**src/rtl/blink_pkg.sv**
```systemverilog
package blink_pkg;

  // Which condition the LED is currently asked to show
  typedef enum logic [2:0] {
    SRC_IDLE    = 3'd0,
    SRC_UNLOAD  = 3'd1,
    SRC_HOLD    = 3'd2,
    SRC_CFGERR  = 3'd3,
    SRC_PWR     = 3'd4,
    SRC_CLKGEN  = 3'd5
  } fault_src_e;

  // Lit-slot counts per condition
  localparam int unsigned LIT_HOLD   = 1;
  localparam int unsigned LIT_CFGERR = 2;
  localparam int unsigned LIT_PWR    = 3;
  localparam int unsigned LIT_CLKGEN = 4;

  // Idle level of the synchronised input vector
  // bit0 hold_n, bit1 cfgerr_n, bit2 loaded, bit3 pwr, bit4 clkgen
  localparam logic [4:0] IN_IDLE = 5'b00111;

  function automatic int unsigned src_lit(fault_src_e s);
    case (s)
      SRC_HOLD:   return LIT_HOLD;
      SRC_CFGERR: return LIT_CFGERR;
      SRC_PWR:    return LIT_PWR;
      SRC_CLKGEN: return LIT_CLKGEN;
      default:    return 0;
    endcase
  endfunction

endpackage

```
**src/rtl/blink_sync2.sv**
```systemverilog
module blink_sync2 #(
  parameter int unsigned     WIDTH   = 5,
  parameter logic [WIDTH-1:0] RST_VAL = '0
) (
  input  logic             clk_i,
  input  logic             rst_i,
  input  logic [WIDTH-1:0] d_i,
  output logic [WIDTH-1:0] q_o
);

  for (genvar b = 0; b < WIDTH; b++) begin : g_bit
    logic meta_q;
    logic safe_q;
    always_ff @(posedge clk_i) begin
      if (rst_i) begin
        meta_q <= RST_VAL[b];
        safe_q <= RST_VAL[b];
      end else begin
        meta_q <= d_i[b];
        safe_q <= meta_q;
      end
    end
    assign q_o[b] = safe_q;
  end

endmodule

```
**src/rtl/blink_fault_prio.sv**
```systemverilog
module blink_fault_prio
  import blink_pkg::*;
(
  input  logic       hold_n_i,
  input  logic       cfgerr_n_i,
  input  logic       loaded_i,
  input  logic       pwr_i,
  input  logic       clkgen_i,
  output fault_src_e src_o
);

  always_comb begin
    if (pwr_i)            src_o = SRC_PWR;
    else if (clkgen_i)    src_o = SRC_CLKGEN;
    else if (!cfgerr_n_i) src_o = SRC_CFGERR;
    else if (!hold_n_i)   src_o = SRC_HOLD;
    else if (!loaded_i)   src_o = SRC_UNLOAD;
    else                  src_o = SRC_IDLE;
  end

endmodule

```
**src/rtl/blink_slot_timer.sv**
```systemverilog
module blink_slot_timer #(
  parameter int unsigned SLOT_CYCLES = 6_250_000,
  parameter int unsigned SLOTS       = 8,
  localparam int unsigned PRE_W      = $clog2(SLOT_CYCLES),
  localparam int unsigned IDX_W      = $clog2(SLOTS)
) (
  input  logic             clk_i,
  input  logic             rst_i,
  output logic [IDX_W-1:0] slot_idx_o,
  output logic             frame_load_o
);

  localparam logic [PRE_W-1:0] PRE_LAST  = PRE_W'(SLOT_CYCLES - 1);
  localparam logic [IDX_W-1:0] SLOT_LAST = IDX_W'(SLOTS - 1);

  logic [PRE_W-1:0] pre_q;
  logic [IDX_W-1:0] idx_q;
  logic             slot_end;

  assign slot_end = (pre_q == PRE_LAST);

  always_ff @(posedge clk_i) begin
    if (rst_i) begin
      pre_q <= '0;
      idx_q <= '0;
    end else begin
      pre_q <= slot_end ? '0 : pre_q + 1'b1;
      if (slot_end) idx_q <= (idx_q == SLOT_LAST) ? '0 : idx_q + 1'b1;
    end
  end

  assign slot_idx_o   = idx_q;
  assign frame_load_o = (pre_q == '0) && (idx_q == '0);

endmodule

```
**src/rtl/blink_pattern.sv**
```systemverilog
module blink_pattern
  import blink_pkg::*;
#(
  parameter int unsigned IDX_W = 3,
  parameter int unsigned LIT_W = 4
) (
  input  logic             clk_i,
  input  logic             rst_i,
  input  logic             frame_load_i,
  input  logic [IDX_W-1:0] slot_idx_i,
  input  fault_src_e       req_src_i,
  output logic [LIT_W-1:0] lit_o,
  output logic             steady_o,
  output logic             led_o
);

  logic [LIT_W-1:0] lit_q, lit_req, lit_use;
  logic             steady_q, steady_req, steady_use;
  logic             led_q;

  assign lit_req    = LIT_W'(src_lit(req_src_i));
  assign steady_req = (req_src_i == SRC_UNLOAD);

  // On a boundary the fresh request drives this frame's first slot directly
  assign lit_use    = frame_load_i ? lit_req    : lit_q;
  assign steady_use = frame_load_i ? steady_req : steady_q;

  always_ff @(posedge clk_i) begin
    if (rst_i) begin
      lit_q    <= '0;
      steady_q <= 1'b0;
      led_q    <= 1'b0;
    end else begin
      if (frame_load_i) begin
        lit_q    <= lit_req;
        steady_q <= steady_req;
      end
      led_q <= steady_use || (LIT_W'(slot_idx_i) < lit_use);
    end
  end

  assign lit_o    = lit_q;
  assign steady_o = steady_q;
  assign led_o    = led_q;

endmodule

```
**src/rtl/fault_blink_led.sv**
```systemverilog
module fault_blink_led
  import blink_pkg::*;
#(
  parameter int unsigned SLOT_CYCLES = 6_250_000,
  parameter int unsigned SLOTS       = 8
) (
  input  logic clk_i,
  input  logic rst_i,
  input  logic fpga_hold_n_i,
  input  logic fpga_cfgerr_n_i,
  input  logic fpga_loaded_i,
  input  logic pwrseq_fault_i,
  input  logic clkgen_fault_i,
  output logic status_led_o
);

  localparam int unsigned IDX_W = $clog2(SLOTS);
  localparam int unsigned LIT_W = $clog2(SLOTS + 1);

  logic [4:0]       raw_in, sync_in;
  fault_src_e       req_src;
  logic [IDX_W-1:0] slot_idx;
  logic             frame_load;
  logic [LIT_W-1:0] lit_q;
  logic             steady_q;

  assign raw_in = {clkgen_fault_i, pwrseq_fault_i, fpga_loaded_i,
                   fpga_cfgerr_n_i, fpga_hold_n_i};

  blink_sync2 #(.WIDTH(5), .RST_VAL(IN_IDLE)) u_sync (
    .clk_i (clk_i),
    .rst_i (rst_i),
    .d_i   (raw_in),
    .q_o   (sync_in)
  );

  blink_fault_prio u_prio (
    .hold_n_i   (sync_in[0]),
    .cfgerr_n_i (sync_in[1]),
    .loaded_i   (sync_in[2]),
    .pwr_i      (sync_in[3]),
    .clkgen_i   (sync_in[4]),
    .src_o      (req_src)
  );

  blink_slot_timer #(.SLOT_CYCLES(SLOT_CYCLES), .SLOTS(SLOTS)) u_timer (
    .clk_i        (clk_i),
    .rst_i        (rst_i),
    .slot_idx_o   (slot_idx),
    .frame_load_o (frame_load)
  );

  blink_pattern #(.IDX_W(IDX_W), .LIT_W(LIT_W)) u_pat (
    .clk_i        (clk_i),
    .rst_i        (rst_i),
    .frame_load_i (frame_load),
    .slot_idx_i   (slot_idx),
    .req_src_i    (req_src),
    .lit_o        (lit_q),
    .steady_o     (steady_q),
    .led_o        (status_led_o)
  );

endmodule

```
**config.mk**
```make
export PLATFORM = sky130hd
export DESIGN_NAME = fault_blink_led
export DESIGN_NICKNAME = d
export VERILOG_FILES = /design/src/rtl/blink_pkg.sv /design/src/rtl/blink_sync2.sv /design/src/rtl/blink_fault_prio.sv /design/src/rtl/blink_slot_timer.sv /design/src/rtl/blink_pattern.sv /design/src/rtl/fault_blink_led.sv
export SDC_FILE = /design/constraint.sdc
export NUM_CORES = 1
export LEC_CHECK = 0
export BUFFER_PORTS_ARGS = -buffer_cell sky130_fd_sc_hd__buf_2
export CELL_PAD_IN_SITES_DETAIL_PLACEMENT = 0
export CELL_PAD_IN_SITES_GLOBAL_PLACEMENT = 1
export CORE_ASPECT_RATIO = 0.7
export CORE_UTILIZATION = 49
export CTS_BUF_LIST = sky130_fd_sc_hd__clkbuf_8
export CTS_CLUSTER_DIAMETER = 40
export DETAILED_ROUTE_END_ITERATION = 12
export PLACE_DENSITY_LB_ADDON = 0.1
export SETUP_SLACK_MARGIN = 0.02
export SYNTH_ARGS = -nofsm -noshare
export SYNTH_HDL_FRONTEND = slang
export SYNTH_SLANG_ARGS = --single-unit
```
**constraint.sdc**
```tcl
create_clock -name clk_i -period 3.21 [get_ports clk_i]
set_clock_uncertainty 0.1 [all_clocks]
set_input_delay 0.8025 -clock clk_i [delete_from_list [all_inputs] [get_ports clk_i]]
set_output_delay 0.8025 -clock clk_i [all_outputs]
set_load 0.02 [all_outputs]
```
Word-level counts from Yosys, hierarchy flattened. Cells that the tools add are included.

Muxes and demuxes: 9. $add $sub $neg: 2. Magnitude comparators: 1. Eq/ne operators: 7. Reduce and logical (&&, ||, !) cells: 5.

Operator list (count): adder 23 x 1 -> 23 bit, second input constant (1); == test 23 bit, second input constant (1); zero test 23 bit (1); 2-to-1 mux 3 bit (5); one-hot mux 3 bit (4 select lines) (1); == test 3 bit, second input constant (3); == test 3 x 2 -> 1 bit, second input constant (2); less-than comparator 3 x 4 -> 1 bit (1); 2-to-1 mux 4 bit (1); adder 3 x 1 -> 3 bit, second input constant (1); == test 3 x 1 -> 1 bit, second input constant (1); zero test 3 bit (1); 2-to-1 mux 1 bit (2); OR reduction 2 bit (1); logical AND 1 bit (1); logical OR 1 bit (1).

Output and inout port bits: 1. Input port bits: 7. Word-level logic and storage cells: 39. Bits in registers: 42.

Logic depth before layout (Yosys ltp).
Depth in word-level cells: 10. Mapped depth: 10. Depth with buffers taken out: 10.

Modules after synthesis. A second synthesis with hierarchy kept.

Cells, all modules: 217. Area, all modules: 1959.4 µm².

By module, submodules not included: blink_slot_timer (area each 1285.0 µm², cells an instance 152, instances 1); blink_pattern (area each 340.3 µm², cells an instance 35, instances 1); blink_sync2 (area each 300.3 µm², cells an instance 25, instances 1); blink_fault_prio (area each 33.8 µm², cells an instance 5, instances 1).

Worst setup path after synthesis. No wires, ideal clock.

Kind: register to register. Start point: register u_timer.pre_q[8]. End point: register u_pat.led_q, in the netlist u_pat.led_o. Path buffers: 2. Library setup time: 0.082 ns. Path slack: 0.846 ns. Cell stages (with the launch flop): 11. Arrival time: 2.182 ns. Cell sequence: dfxtp_1 buf_6 nor4_1 and2_1 clkbuf_1 nand4b_1 and2_1 ha_1 nor4_1 a2111oi_0 o221ai_1.

Cells in the longest elaborated chain, start to end: 5. Elaborated cells between the ends (all ways): 6.

RTL lines: start, declared (line blink_slot_timer.sv:16) `logic [PRE_W-1:0] pre_q;`; start signal, assigned (line blink_slot_timer.sv:27) `pre_q <= slot_end ? '0 : pre_q + 1'b1;`; zero test 23 bit * (line blink_slot_timer.sv:33) `assign frame_load_o = (pre_q == '0) && (idx_q == '0);`; logical AND 1 bit * (line blink_slot_timer.sv:33); 2-to-1 mux 4 bit; less-than comparator 3 x 4 -> 1 bit (line blink_pattern.sv:38) `led_q <= steady_use || (LIT_W'(slot_idx_i) < lit_use);`; logical OR 1 bit * (line blink_pattern.sv:38); end signal, assigned (line blink_pattern.sv:38); end, declared (line blink_pattern.sv:19) `logic led_q;`.

Mark *: on every way between the ends. The rest lies on a longest branch, timed or not. A chain may end at the register's enable or synchronous reset.

Final worst setup path. Ends and elaborated chain as after synthesis.

==> impl_results.md <==
- Hold Path Class: reg -> reg
- Final Hold Vio Count: 0
- Mapped Cells: 220
- Post-synth ARST share: 0
- Power Density: 488 nW/µm²
- Top Metal Used: met4
- Core area: 3670 µm²
- Number of flops mapped to enable cells by yosys: 0
- Crit start category: flip-flop
- Status: finished clean
- Die Span X: around 78 µm
- Commonest non-fill, non-tap cell in the layout: dfxtp_1
- DRT met1 WL: 1960 µm
- Post-route cell area: 2090 µm²
- Pin count of the biggest net entering global routing: 24
- Relative slew slack: 0.597
- Leak pwr: ~0.74 nW
- GR Util All Layers: 0.204
- Sw Pwr: about 230 µW
- FF-to-FF Start: u_timer.pre_q[8]$_SDFF_PP0_
- Die Area: 4260 µm²
- IO buf count: 7
- Worst ir drop on vdd: around 0.32 mV
- Clock sink count: 42
- Drc violations: 0
- I/O pins: 8
- Slew @ Worst Pin: 0.598 ns
- Power share of the clock group: 0.404
- Design Power: 1.02 mW
- H-tree depth: 2
- Kind of critical path: reg -> reg
- Hold path start: u_sync.g_bit[0].meta_q$_SDFF_PP1_
- Pre-CTS setup slack: 0.472 ns
- Sequential share of the synthesized area: 0.429
- Max-cap violation count: 0
- Post-Synthesis Cell Area: 1960 µm²
- Final setup margin: roughly 0.40 ns
- Clock Latency Late Sink: 0.30 ns
- WL final: 3950 µm
- Area growth, synth to finish: 6.52%
- HPWL Detailed: 2900 µm
- Internal Pwr Total: 790 µW
- Antenna cell count: 0
- Hold buffers post-CTS: 0
- Gp weighted congestion: between 0.7 and 0.8
- Share of layout cells above drive strength 1: 0.112
- Vias: about 1,600
- Met3 wire length: between 300 and 400 µm
- First DRT Iteration DRCs: 164
- Num rows: 18
- Combinational share of power: 0.062
- Drt first pass iters: 4
- Max-slew violations: 0
- Top FF cell, synth: dfxtp_1
- Setup Buffers After CTS: 0
- Die Y: 54.9 µm
- Worst Path Required: around 3.3 ns
- Yosys reg bits: 42
- Crit path max fanout: 7
- Final setup fails: 0
- RSZ-0062 raised after global routing: no
- Minimum clock period: 2.81 ns
- Initial Utilization: 0.533
- Clk root buf: clkbuf_8
- Number of global-route vias before repair: 1,336
- Synthesized Nets: 234
- Detailed-route wire length per cell: 14.5 µm
- Clock transition at the registers of the reported paths: 0.08 ns
- Arrival @ worst endpoint: ~2.9 ns
- DR WL met2: 1630 µm
- Antenna-violating nets left: 0
- Worst-case clock buffer depth: 2
- Flop pwr share: 0.533
- TNS Setup: 0 ns
- Syn avg cell area: 8.90 µm²
- Area after DPL: between 1500 and 2000 µm²
- Unique masters post-synth: 37
- Global-route wire length before repair: 6410 µm
- Yosys synthesis warning count: 0
- Fmax achieved: ~360 MHz
- Via density: 5.80
- Final #Nets: 236
- Antenna violations before repair: 0
- Tcrit/Tclk final: 0.875
- CTS Buf Count: 5
- CTS tree: yes
- Crit. End Element: flip-flop
- Critical path origin: u_timer.pre_q[8]$_SDFF_PP0_
- Most frequent cells in the layout: dfxtp_1, nor2_1, a21oi_1, nand4_1, o21ai_0
- Switching Share: 0.224
- Overflow after GRT: 0
- CTS resizes: 0
## stage by stage
step | utilization | cells | hold slack (ns)
floorplan | - | 220 | 0.289
global placement | 0.539 | 265 | 0.291
detailed placement | 0.539 | 265 | 0.296
CTS | 0.568 | 273 | 0.315
global route | 0.568 | 273 | 0.335
finish | 0.568 | 273 | 0.312
## routing by layer
metal,vias to the layer above,GRT usage
met5,-,0
met1,720,0.277
met3,7,0.0541
met2,56,0.317
met4,0,0.0786
li1,801,-
## power groups by stage
stage	Combinational, mW	Clock [mW]	Sequential, mW
2_1_floorplan	0.0442	0	0.555
3_3_place_gp	0.0602	0	0.554
3_5_place_dp	0.0623	0	0.555
4_1_cts	0.0631	0.421	0.543
5_1_grt	0.0688	0.439	0.544
6_report	0.0634	0.412	0.543
## worst max-delay path, cell delays in order (launching register included)
cell and delay [ns]:
dfxtp_1 0.39, nor4_1 0.58, and2_1 0.32, nand4b_1 0.16, and2_1 0.19, ha_1 0.19, nor4_1 0.41, a2111oi_0 0.19
o221ai_1 0.19
## final timing paths
check | endpoint | slack [ns] | cells past startpoint
max | u_pat.led_o$_SDFF_PP0_ | 0.40 | 8
min | u_sync.g_bit[0].safe_q$_SDFF_PP1_ | 0.31 | 1
max reg2reg | u_pat.led_o$_SDFF_PP0_ | 0.40 | 8
min reg2reg | u_sync.g_bit[0].safe_q$_SDFF_PP1_ | 0.31 | 1
## registers in the layout, summed over array words and instances (netlist names)
name / cells
u_timer.pre_q: 23
u_sync.g_bit.meta_q: 5
u_sync.g_bit.safe_q: 5
u_pat.lit_o: 4
u_timer.slot_idx_o: 3
u_pat.led_o: 1
u_pat.steady_o: 1
## logic make-up (layout without fill, tap and decap cells)
group / after synthesis / count (layout) / share of synthesized area
AND/OR/NAND/NOR: 102 / 102 / 0.303
flip-flops: 42 / 42 / 0.429
AO/OA/AOI/OAI: 35 / 35 / 0.103
buffers and inverters: 20 / 23 / 0.0575
XOR/XNOR: 14 / 14 / 0.0626
adder cells (fa/ha/maj): 7 / 7 / 0.0447
## cells in the mapped netlist, types with 5 or more instances
| library cell | number | area [µm²] |
|---|---|---|
| inv_1 | 7 | 26.3 |
| xnor2_1 | 6 | 52.6 |
| o21ai_0 | 12 | 60.1 |
| dfxtp_1 | 42 | 841 |
| ha_1 | 7 | 87.6 |
| nand4_1 | 13 | 81.3 |
| a21oi_1 | 14 | 70.1 |
| and4_1 | 6 | 52.6 |
| or4_1 | 5 | 37.5 |
| or2_2 | 7 | 43.8 |
| nor2_1 | 20 | 75.1 |
| xor2_1 | 8 | 70.1 |
| nand2_1 | 7 | 26.3 |
| buf_2 | 5 | 25.0 |
| nor4_1 | 10 | 62.6 |
| nand3_1 | 11 | 55.1 |
## area by class of cell
cell class              instances  area, µm²
inverters                       7       26.3
clock buffers                   5       68.8
well taps                      50       62.6
flip-flops and latches         42        841
fillers                       337       1590
multi-input cells             158       1000
repair buffers                  8       42.5
clock inverters                 3       40.0
Note: power is estimated with default switching activity, not from simulation.
